==> src/rtl/div_pkg.sv <==
package div_pkg;
  typedef enum logic [1:0] {
    ST_IDLE = 2'd0,
    ST_RUN  = 2'd1,
    ST_FIX  = 2'd2,
    ST_DONE = 2'd3
  } div_state_e;
endpackage

==> src/rtl/div_step.sv <==
// One iteration of either scheme on the A/Q/M register set.
module div_step #(
  parameter int WIDTH = 8
) (
  input  logic [WIDTH:0]   a_i,
  input  logic [WIDTH-1:0] q_i,
  input  logic [WIDTH-1:0] m_i,
  input  logic             nonrest_i,
  output logic [WIDTH:0]   a_o,
  output logic [WIDTH-1:0] q_o
);
  localparam int AW = WIDTH + 1;

  logic [AW-1:0] a_sh, m_ext, a_sum, a_dif;
  logic          q_bit;

  assign a_sh  = {a_i[WIDTH-1:0], q_i[WIDTH-1]};
  assign m_ext = {1'b0, m_i};
  assign a_sum = a_sh + m_ext;
  assign a_dif = a_sh - m_ext;

  always_comb begin
    if (nonrest_i) begin
      a_o   = a_i[WIDTH] ? a_sum : a_dif;
      q_bit = ~a_o[WIDTH];
    end else begin
      // negative difference: keep the shifted value (restore)
      a_o   = a_dif[WIDTH] ? a_sh : a_dif;
      q_bit = ~a_dif[WIDTH];
    end
  end

  assign q_o = {q_i[WIDTH-2:0], q_bit};
endmodule

==> src/rtl/div_fixup.sv <==
// Final remainder correction for the non-restoring scheme.
module div_fixup #(
  parameter int WIDTH = 8
) (
  input  logic [WIDTH:0]   a_i,
  input  logic [WIDTH-1:0] m_i,
  output logic [WIDTH:0]   a_o
);
  assign a_o = a_i[WIDTH] ? (a_i + {1'b0, m_i}) : a_i;
endmodule

==> src/rtl/div_ctrl.sv <==
module div_ctrl
  import div_pkg::*;
#(
  parameter int WIDTH = 8
) (
  input  logic clk_i,
  input  logic rst_ni,
  input  logic start_i,
  input  logic mode_i,
  input  logic zero_i,
  output logic load_o,
  output logic step_o,
  output logic fix_o,
  output logic nonrest_o,
  output logic busy_o,
  output logic done_o
);
  localparam int CNT_W = (WIDTH > 2) ? $clog2(WIDTH) : 1;
  localparam logic [CNT_W-1:0] LAST = CNT_W'(WIDTH - 1);

  div_state_e       state_q, state_d;
  logic [CNT_W-1:0] cnt_q;
  logic             mode_q;

  assign load_o    = (state_q == ST_IDLE) && start_i;
  assign step_o    = (state_q == ST_RUN);
  assign fix_o     = (state_q == ST_FIX);
  assign busy_o    = (state_q != ST_IDLE);
  assign done_o    = (state_q == ST_DONE);
  assign nonrest_o = mode_q;

  always_comb begin
    state_d = state_q;
    unique case (state_q)
      ST_IDLE: if (start_i) state_d = zero_i ? ST_DONE : ST_RUN;
      ST_RUN:  if (cnt_q == LAST) state_d = mode_q ? ST_FIX : ST_DONE;
      ST_FIX:  state_d = ST_DONE;
      ST_DONE: state_d = ST_IDLE;
      default: state_d = ST_IDLE;
    endcase
  end

  always_ff @(posedge clk_i or negedge rst_ni) begin
    if (!rst_ni) begin
      state_q <= ST_IDLE;
      cnt_q   <= '0;
      mode_q  <= 1'b0;
    end else begin
      state_q <= state_d;
      if (load_o) begin
        cnt_q  <= '0;
        mode_q <= mode_i;
      end else if (step_o) begin
        cnt_q <= cnt_q + 1'b1;
      end
    end
  end

  AST_DONE_PULSE: assert property (@(posedge clk_i) disable iff (!rst_ni)
    done_o |=> !done_o);
  AST_ACCEPT_BUSY: assert property (@(posedge clk_i) disable iff (!rst_ni)
    load_o |=> busy_o);
  AST_RUN_LEN: assert property (@(posedge clk_i) disable iff (!rst_ni)
    (step_o && cnt_q == LAST) |=> !step_o);
  AST_MODE_HELD: assert property (@(posedge clk_i) disable iff (!rst_ni)
    (busy_o && !done_o) |=> $stable(nonrest_o));
endmodule

==> src/rtl/seq_divider.sv <==
module seq_divider #(
  parameter int WIDTH = 8
) (
  input  logic             clk_i,
  input  logic             rst_ni,
  input  logic             start_i,
  input  logic             mode_i,
  input  logic [WIDTH-1:0] dividend_i,
  input  logic [WIDTH-1:0] divisor_i,
  output logic             busy_o,
  output logic             done_o,
  output logic [WIDTH-1:0] quotient_o,
  output logic [WIDTH-1:0] remainder_o,
  output logic             div_by_zero_o
);
  localparam int AW = WIDTH + 1;

  logic [AW-1:0]    a_q, a_step, a_fix;
  logic [WIDTH-1:0] q_q, q_step, m_q;
  logic             dz_q, zero_in;
  logic             load, step, fix, nonrest;

  assign zero_in = (divisor_i == '0);

  div_ctrl #(.WIDTH(WIDTH)) u_ctrl (
    .clk_i     (clk_i),
    .rst_ni    (rst_ni),
    .start_i   (start_i),
    .mode_i    (mode_i),
    .zero_i    (zero_in),
    .load_o    (load),
    .step_o    (step),
    .fix_o     (fix),
    .nonrest_o (nonrest),
    .busy_o    (busy_o),
    .done_o    (done_o)
  );

  div_step #(.WIDTH(WIDTH)) u_step (
    .a_i       (a_q),
    .q_i       (q_q),
    .m_i       (m_q),
    .nonrest_i (nonrest),
    .a_o       (a_step),
    .q_o       (q_step)
  );

  div_fixup #(.WIDTH(WIDTH)) u_fix (
    .a_i (a_q),
    .m_i (m_q),
    .a_o (a_fix)
  );

  always_ff @(posedge clk_i or negedge rst_ni) begin
    if (!rst_ni) begin
      a_q  <= '0;
      q_q  <= '0;
      m_q  <= '0;
      dz_q <= 1'b0;
    end else if (load) begin
      m_q  <= divisor_i;
      dz_q <= zero_in;
      if (zero_in) begin
        a_q <= {1'b0, dividend_i};
        q_q <= '1;
      end else begin
        a_q <= '0;
        q_q <= dividend_i;
      end
    end else if (step) begin
      a_q <= a_step;
      q_q <= q_step;
    end else if (fix) begin
      a_q <= a_fix;
    end
  end

  assign quotient_o    = q_q;
  assign remainder_o   = a_q[WIDTH-1:0];
  assign div_by_zero_o = dz_q;

  AST_REM_BOUND: assert property (@(posedge clk_i) disable iff (!rst_ni)
    (done_o && !dz_q) |-> (!a_q[WIDTH] && remainder_o < m_q));
  AST_DZ_RESULT: assert property (@(posedge clk_i) disable iff (!rst_ni)
    (done_o && dz_q) |-> (quotient_o == '1));
  AST_IDLE_HOLD: assert property (@(posedge clk_i) disable iff (!rst_ni)
    (!busy_o && !start_i) |=> ($stable(quotient_o) && $stable(remainder_o) && $stable(div_by_zero_o)));
  AST_BUSY_IGNORE: assert property (@(posedge clk_i) disable iff (!rst_ni)
    busy_o |=> $stable(m_q));
endmodule

==> config.mk <==
export PLATFORM = sky130hd
export DESIGN_NAME = seq_divider
export DESIGN_NICKNAME = d
export VERILOG_FILES = /design/src/rtl/div_pkg.sv /design/src/rtl/div_step.sv /design/src/rtl/div_fixup.sv /design/src/rtl/div_ctrl.sv /design/src/rtl/seq_divider.sv
export SDC_FILE = /design/constraint.sdc
export NUM_CORES = 1
export LEC_CHECK = 0
export ABC_AREA = 1
export BUFFER_PORTS_ARGS = -buffer_cell sky130_fd_sc_hd__buf_2
export CAP_MARGIN = 20
export CORE_MARGIN = 2
export CORE_UTILIZATION = 35
export CTS_CLUSTER_DIAMETER = 200
export CTS_CLUSTER_SIZE = 14
export DETAILED_ROUTE_END_ITERATION = 8
export PLACE_DENSITY_LB_ADDON = 0.1
export REMOVE_ABC_BUFFERS = 1
export SLEW_MARGIN = 15
export SYNTH_ARGS = -nofsm -noshare
export SYNTH_HDL_FRONTEND = slang
export SYNTH_SLANG_ARGS = --single-unit
==> constraint.sdc <==
create_clock -name clk_i -period 3.2 [get_ports clk_i]
set_clock_uncertainty 0.05 [all_clocks]
set_input_delay 0.16 -clock clk_i [delete_from_list [all_inputs] [get_ports clk_i]]
set_output_delay 0.16 -clock clk_i [all_outputs]
set_load 0.02 [all_outputs]
==> flow_metrics.env, run 1 <==
export IMPL_fp_dieH_microns=99.2
export IMPL_ys_ff_latch=32
export IMPL_grt_max_degree=33
export IMPL_r2r_slack_ns=0.33
export IMPL_min_period_ns=2.87
export IMPL_crit_type="reg2reg"
export IMPL_path_max_fanout=5
export IMPL_initial_core_util_pct=36.2
export IMPL_cp_data_arrival_time_ns=3.03
export IMPL_gp_congestion=0.891
export IMPL_cp_end_kind="flop"
export IMPL_grt_pass1_vias=3020
export IMPL_syn_area_sq_um=3170
export IMPL_cts_tree="yes"
export IMPL_min_delay_path_depth=3
export IMPL_synth_common_cells="nand2_1, inv_1, nor2_1"
export IMPL_die_area_sq_um=9840
export IMPL_wl_per_cell_microns=15.4
export IMPL_synth_edff_count=0
export IMPL_syn_area_per_cell_sq_um=7.11
export IMPL_row_count=34
export IMPL_setup_viol=0
export IMPL_drc=0
export IMPL_post_drt_via_cell_ratio=4.96
export IMPL_cp_required_ns=3.36
export IMPL_slew_viol_final=0
export IMPL_htreeDepth=2
export IMPL_grt_first_pass_wirelength_mm=15.2
export IMPL_max_slew_margin_pct=45.3
export IMPL_io_pins=39
export IMPL_drive_above_1_share_pct=19.4
export IMPL_insertedDiodeCount=0
export IMPL_cts_reportedPaths_clkPinSlew_ns=0.08
export IMPL_synth_top_area_share_pct=25.2
export IMPL_coreArea_sq_um=8760
export IMPL_die_w_microns=99.2
export IMPL_synthToLayoutAreaGrowth_pct=9.98
export IMPL_yosysWarnings=0
export IMPL_clk_latency_ns=0.30
export IMPL_whs_ns=0.0215
export IMPL_ant_nets=0
export IMPL_synthFlopType="dfrtp_1"
export IMPL_num_vias=2891
export IMPL_synthCells=446
export IMPL_grt_usage_pct=19.5
export IMPL_max_freq_ghz=0.348
export IMPL_hold_violations=0
export IMPL_port_buffers=38
export IMPL_tightest_slew_ns=0.820
export IMPL_first_pass_iters=4
export IMPL_critPathLaunch="quotient_o[7]"
export IMPL_r2r_start="quotient_o[7]"
export IMPL_ys_types=44
export IMPL_yosysMostFrequentCell="nand2_1"
export IMPL_wirelength_mm=9.01
export IMPL_min_path_type="in2reg"
export IMPL_r2r_end="a_q[1]"
export IMPL_status="finished, final reports clean"
export IMPL_nFillCells=921
export IMPL_cts_sinks=32
export IMPL_setup_tns_ns=0
export IMPL_grt_overflow_total=0
export IMPL_cp_start_kind="flop"
export IMPL_ys_seq_area_share_pct=25.2
export IMPL_cts_max_path_buffers=2
export IMPL_drt_iter0_drc=104
export IMPL_timing_final_crit_share_pct=89.7
export IMPL_ys_async_sr_fraction_pct=100
export IMPL_numCtsBuffers=5
export IMPL_final_nets=529
export IMPL_max_cap_violations=0
export IMPL_rr_worst_depth=17
export IMPL_hpwl_mm=6.86
export IMPL_endpoint="a_q[1]"
export IMPL_cts_root_buf="clkbuf_8"
export IMPL_yosysTopAreaCell="dfrtp_1"
export IMPL_yosys_top_cells_area="dfrtp_1, nand2_1, ha_1"
export IMPL_antenna_found_initial=0
==> layer usage <==
metal,up-vias,track usage [%],wire length [microns]
li1,1488,-,-
met1,1338,26.0,4450
met2,55,32.2,4090
met3,10,3.37,312
met4,0,6.11,155
met5,-,0,0
==> metrics by stage <==
step | utilization [%] | instances | instance area [sq um] | setup slack, ns
5_1_grt | 39.8 | 583 | 3490 | -0.00565
6_report | 39.8 | 583 | 3490 | 0.330
3_3_place_gp | 38.0 | 574 | 3330 | 0.251
4_1_cts | 39.6 | 583 | 3470 | 0.124
3_5_place_dp | 38.0 | 574 | 3330 | 0.149
2_1_floorplan | - | 422 | 2960 | 0.449
==> critical path, cell delays in order (launching register included) <==
cell      delay [ns]
dfrtp_1         0.40
inv_1           0.11
ha_1            0.21
fa_2            0.26
inv_1           0.06
nand2_1         0.08
nand3_2         0.09
a21oi_1         0.16
o21bai_1        0.09
ha_1            0.34
inv_1           0.10
nor2_4          0.16
inv_1           0.12
o221ai_1        0.17
nand2_1         0.07
a21oi_1         0.14
o21ai_1         0.07
o22ai_1         0.12
==> flip-flops by register name (all words and copies together) (netlist names) <==
register	count
a_q	9
m_q	8
quotient_o	8
u_ctrl.cnt_q	3
u_ctrl.state_q	2
div_by_zero_o	1
u_ctrl.nonrest_o	1
==> cell type report <==
cell class	count	area (sq um)	area share (%)
multi-input combinational	326	1940	55.6
sequential	32	801	22.9
timing repair buffer	45	245	7.03
inverter	64	241	6.92
tap	108	135	3.87
clock buffer	7	96.3	2.76
clock inverter	1	30.0	0.861
==> cell families (layout without fill, tap and decap cells) <==
kind of cell,count (synthesis),count (layout),share of synthesized area [%]
AND/OR/NAND/NOR,209,209,29.1
buffers and inverters,88,117,14.2
AO/OA/AOI/OAI,74,74,14.7
adder cells (fa/ha/maj),35,35,14.5
flip-flops,32,32,25.2
XOR/XNOR,8,8,2.21
==> worst min-delay path by stage <==
stage                  endpoint          from
3_3_place_gp             m_q[0]        rst_ni
4_1_cts        u_ctrl.nonrest_o        mode_i
2_1_floorplan            a_q[0]        rst_ni
6_report       u_ctrl.nonrest_o        mode_i
5_1_grt                  m_q[5]  divisor_i[5]
3_5_place_dp             m_q[0]        rst_ni
==> what timing repair did <==
item                       in CTS  in global routing
hold endpoints to repair       32                  0
hold buffers                    1                  0
buffers inserted                0                  0
setup endpoints to repair       0                  6
gates resized for setup         0                  6
==> placed cells by master (no fill, tap or decap), drive strengths merged, types with 2 or more instances in the layout <==
master	instances
xnor2	3
ha	32
fa	3
a31oi	2
or2	2
nor4	2
dfrtp	32
nand2	122
nand3	29
nand3b	4
a211oi	3
a21oi	23
a221oi	2
o21bai	3
clkbuf	7
buf	44
o22ai	3
xor2	5
nor3	10
nor2	39
a311oi	2
o21ai	31
inv	63
Power of run 1 is left out: the tool's default activity adds up to more than one toggle a clock period on the data nets, which glitch-free logic cannot reach.
==> run 2, diff against run 1 <==
--- a/config.mk
+++ b/config.mk
@@ -8,7 +8,6 @@
 export ABC_AREA = 1
 export BUFFER_PORTS_ARGS = -buffer_cell sky130_fd_sc_hd__buf_2
 export CAP_MARGIN = 20
-export CORE_MARGIN = 2
 export CORE_UTILIZATION = 35
 export CTS_CLUSTER_DIAMETER = 200
 export CTS_CLUSTER_SIZE = 14
==> flow_metrics.env, run 2 (synthesis results as in run 1) <==
export IMPL_status="finished, final reports clean"
export IMPL_cts_tree="yes"
export IMPL_fp_dieH_microns=97.2
export IMPL_cts_sinks=32
export IMPL_antenna_found_initial=0
export IMPL_path_max_fanout=7
export IMPL_nFillCells=955
export IMPL_initial_core_util_pct=36.2
export IMPL_grt_first_pass_wirelength_mm=15.0
export IMPL_wirelength_mm=8.92
export IMPL_ant_nets=0
export IMPL_cts_root_buf="clkbuf_8"
export IMPL_top_register="a_q"
export IMPL_max_slew_margin_pct=46.3
export IMPL_min_period_ns=2.88
export IMPL_setup_viol=0
export IMPL_row_count=34
export IMPL_cp_data_arrival_time_ns=3.05
export IMPL_first_pass_iters=4
export IMPL_slew_viol_final=0
export IMPL_hpwl_mm=6.90
export IMPL_grt_util_met3_pct=3.09
export IMPL_cp_end_kind="flop"
export IMPL_hold_violations=0
export IMPL_grt_busiest_layer="met2"
export IMPL_slowest_stage="ha_1"
export IMPL_crit_type="reg2reg"
export IMPL_port_buffers=38
export IMPL_timing_final_crit_share_pct=90.1
export IMPL_numCtsBuffers=5
export IMPL_max_cap_violations=0
export IMPL_clk_latency_ns=0.29
export IMPL_post_drt_via_cell_ratio=5.01
export IMPL_grtUsageMet2_pct=31.5
export IMPL_mostFrequentLayoutCell="nand2_1"
export IMPL_mostFrequentLayoutCells="nand2_1, inv_1, buf_2, nor2_1, dfrtp_1"
export IMPL_synthToLayoutAreaGrowth_pct=9.54
export IMPL_max_freq_ghz=0.347
export IMPL_grt_overflow_total=0
export IMPL_setup_tns_ns=0
export IMPL_whs_ns=0.0189
export IMPL_grt_usage_pct=20.2
export IMPL_grt_pass1_vias=2911
export IMPL_cp_cell_sequence="ha_1, nand2_4, nand2_2, nand2_1, nand3_2, a21oi_1, o21bai_1, ha_1, inv_1, nor2_2, inv_1, o221ai_1, nand2_1, a21oi_1, o21ai_1, o22ai_1"
export IMPL_io_pins=39
export IMPL_die_area_sq_um=9450
export IMPL_insertedDiodeCount=0
export IMPL_num_vias=2928
export IMPL_htreeDepth=2
export IMPL_largest_register_ffs=9
export IMPL_cp_required_ns=3.37
export IMPL_drive_above_1_share_pct=19.1
export IMPL_rsz0062_at_grt="no"
export IMPL_max_stage_delay_ns=0.46
export IMPL_drt_iter0_drc=109
export IMPL_final_cell_area_sq_um=3480
export IMPL_place_area_sq_um=3340
export IMPL_cp_start_kind="flop"
export IMPL_cts_max_path_buffers=2
export IMPL_min_path_type="in2reg"
export IMPL_wl_per_cell_microns=15.3
export IMPL_final_core_util_pct=39.7
export IMPL_grt_max_degree=33
export IMPL_die_w_microns=97.2
export IMPL_coreArea_sq_um=8760
export IMPL_final_nets=530
export IMPL_tightest_slew_ns=0.805
export IMPL_gp_congestion=0.887
export IMPL_drc=0
export IMPL_met1_usage_pct=28.1
export IMPL_cts_reportedPaths_clkPinSlew_ns=0.08
run 2: area by class of cell:
class | count | area [sq um] | share of cell area, %
clock buffer | 5 | 68.8 | 1.98
sequential | 32 | 801 | 23.0
tap | 108 | 135 | 3.89
timing repair buffer | 46 | 253 | 7.27
clock inverter | 3 | 46.3 | 1.33
multi-input combinational | 326 | 1930 | 55.5
inverter | 64 | 241 | 6.95
run 2: stage by stage:
stage / setup slack, ns / cells
global route: 0.0120 / 584
finish: 0.316 / 584
CTS: 0.210 / 584
floorplan: 0.449 / 422
detailed placement: 0.225 / 575
global placement: 0.264 / 575
run 2: final timing paths:
| kind | start | to | slack, ns | cells past startpoint |
|---|---|---|---|---|
| hold / removal | mode_i | u_ctrl.nonrest_o | 0.02 | 3 |
| setup reg to reg | a_q[2] | a_q[1] | 0.32 | 16 |
| hold reg to reg | div_by_zero_o | div_by_zero_o | 0.44 | 2 |
| max in group asynchronous | rst_ni | m_q[3] | 2.14 | 2 |
| setup / recovery | a_q[2] | a_q[1] | 0.32 | 16 |
| min in group asynchronous | rst_ni | m_q[6] | 0.43 | 2 |
run 2: repair_timing:
action | CTS | global route
hold buffers | 1 | 0
resized for setup | 0 | 3
setup buffers | 0 | 0
setup endpoints to repair | 0 | 3
endpoints found under the hold margin | 32 | 0
run 2: worst max-delay path: cells and delay by family, from the launching register on:
family	cells	cell delay [ns]
flip-flops	1	0.45
buffers and inverters	2	0.21
AND/OR/NAND/NOR	6	0.61
AO/OA/AOI/OAI	6	0.70
adder cells (fa/ha/maj)	2	0.79
run 2: per-layer routing:
metal  part of all wire (%)  wire length (microns)
met1                     50                   4440
met2                     45                   3980
met3                    3.4                    305
met4                    2.1                    189
met5                      0                      0
Power of run 2 is left out for the same reason.
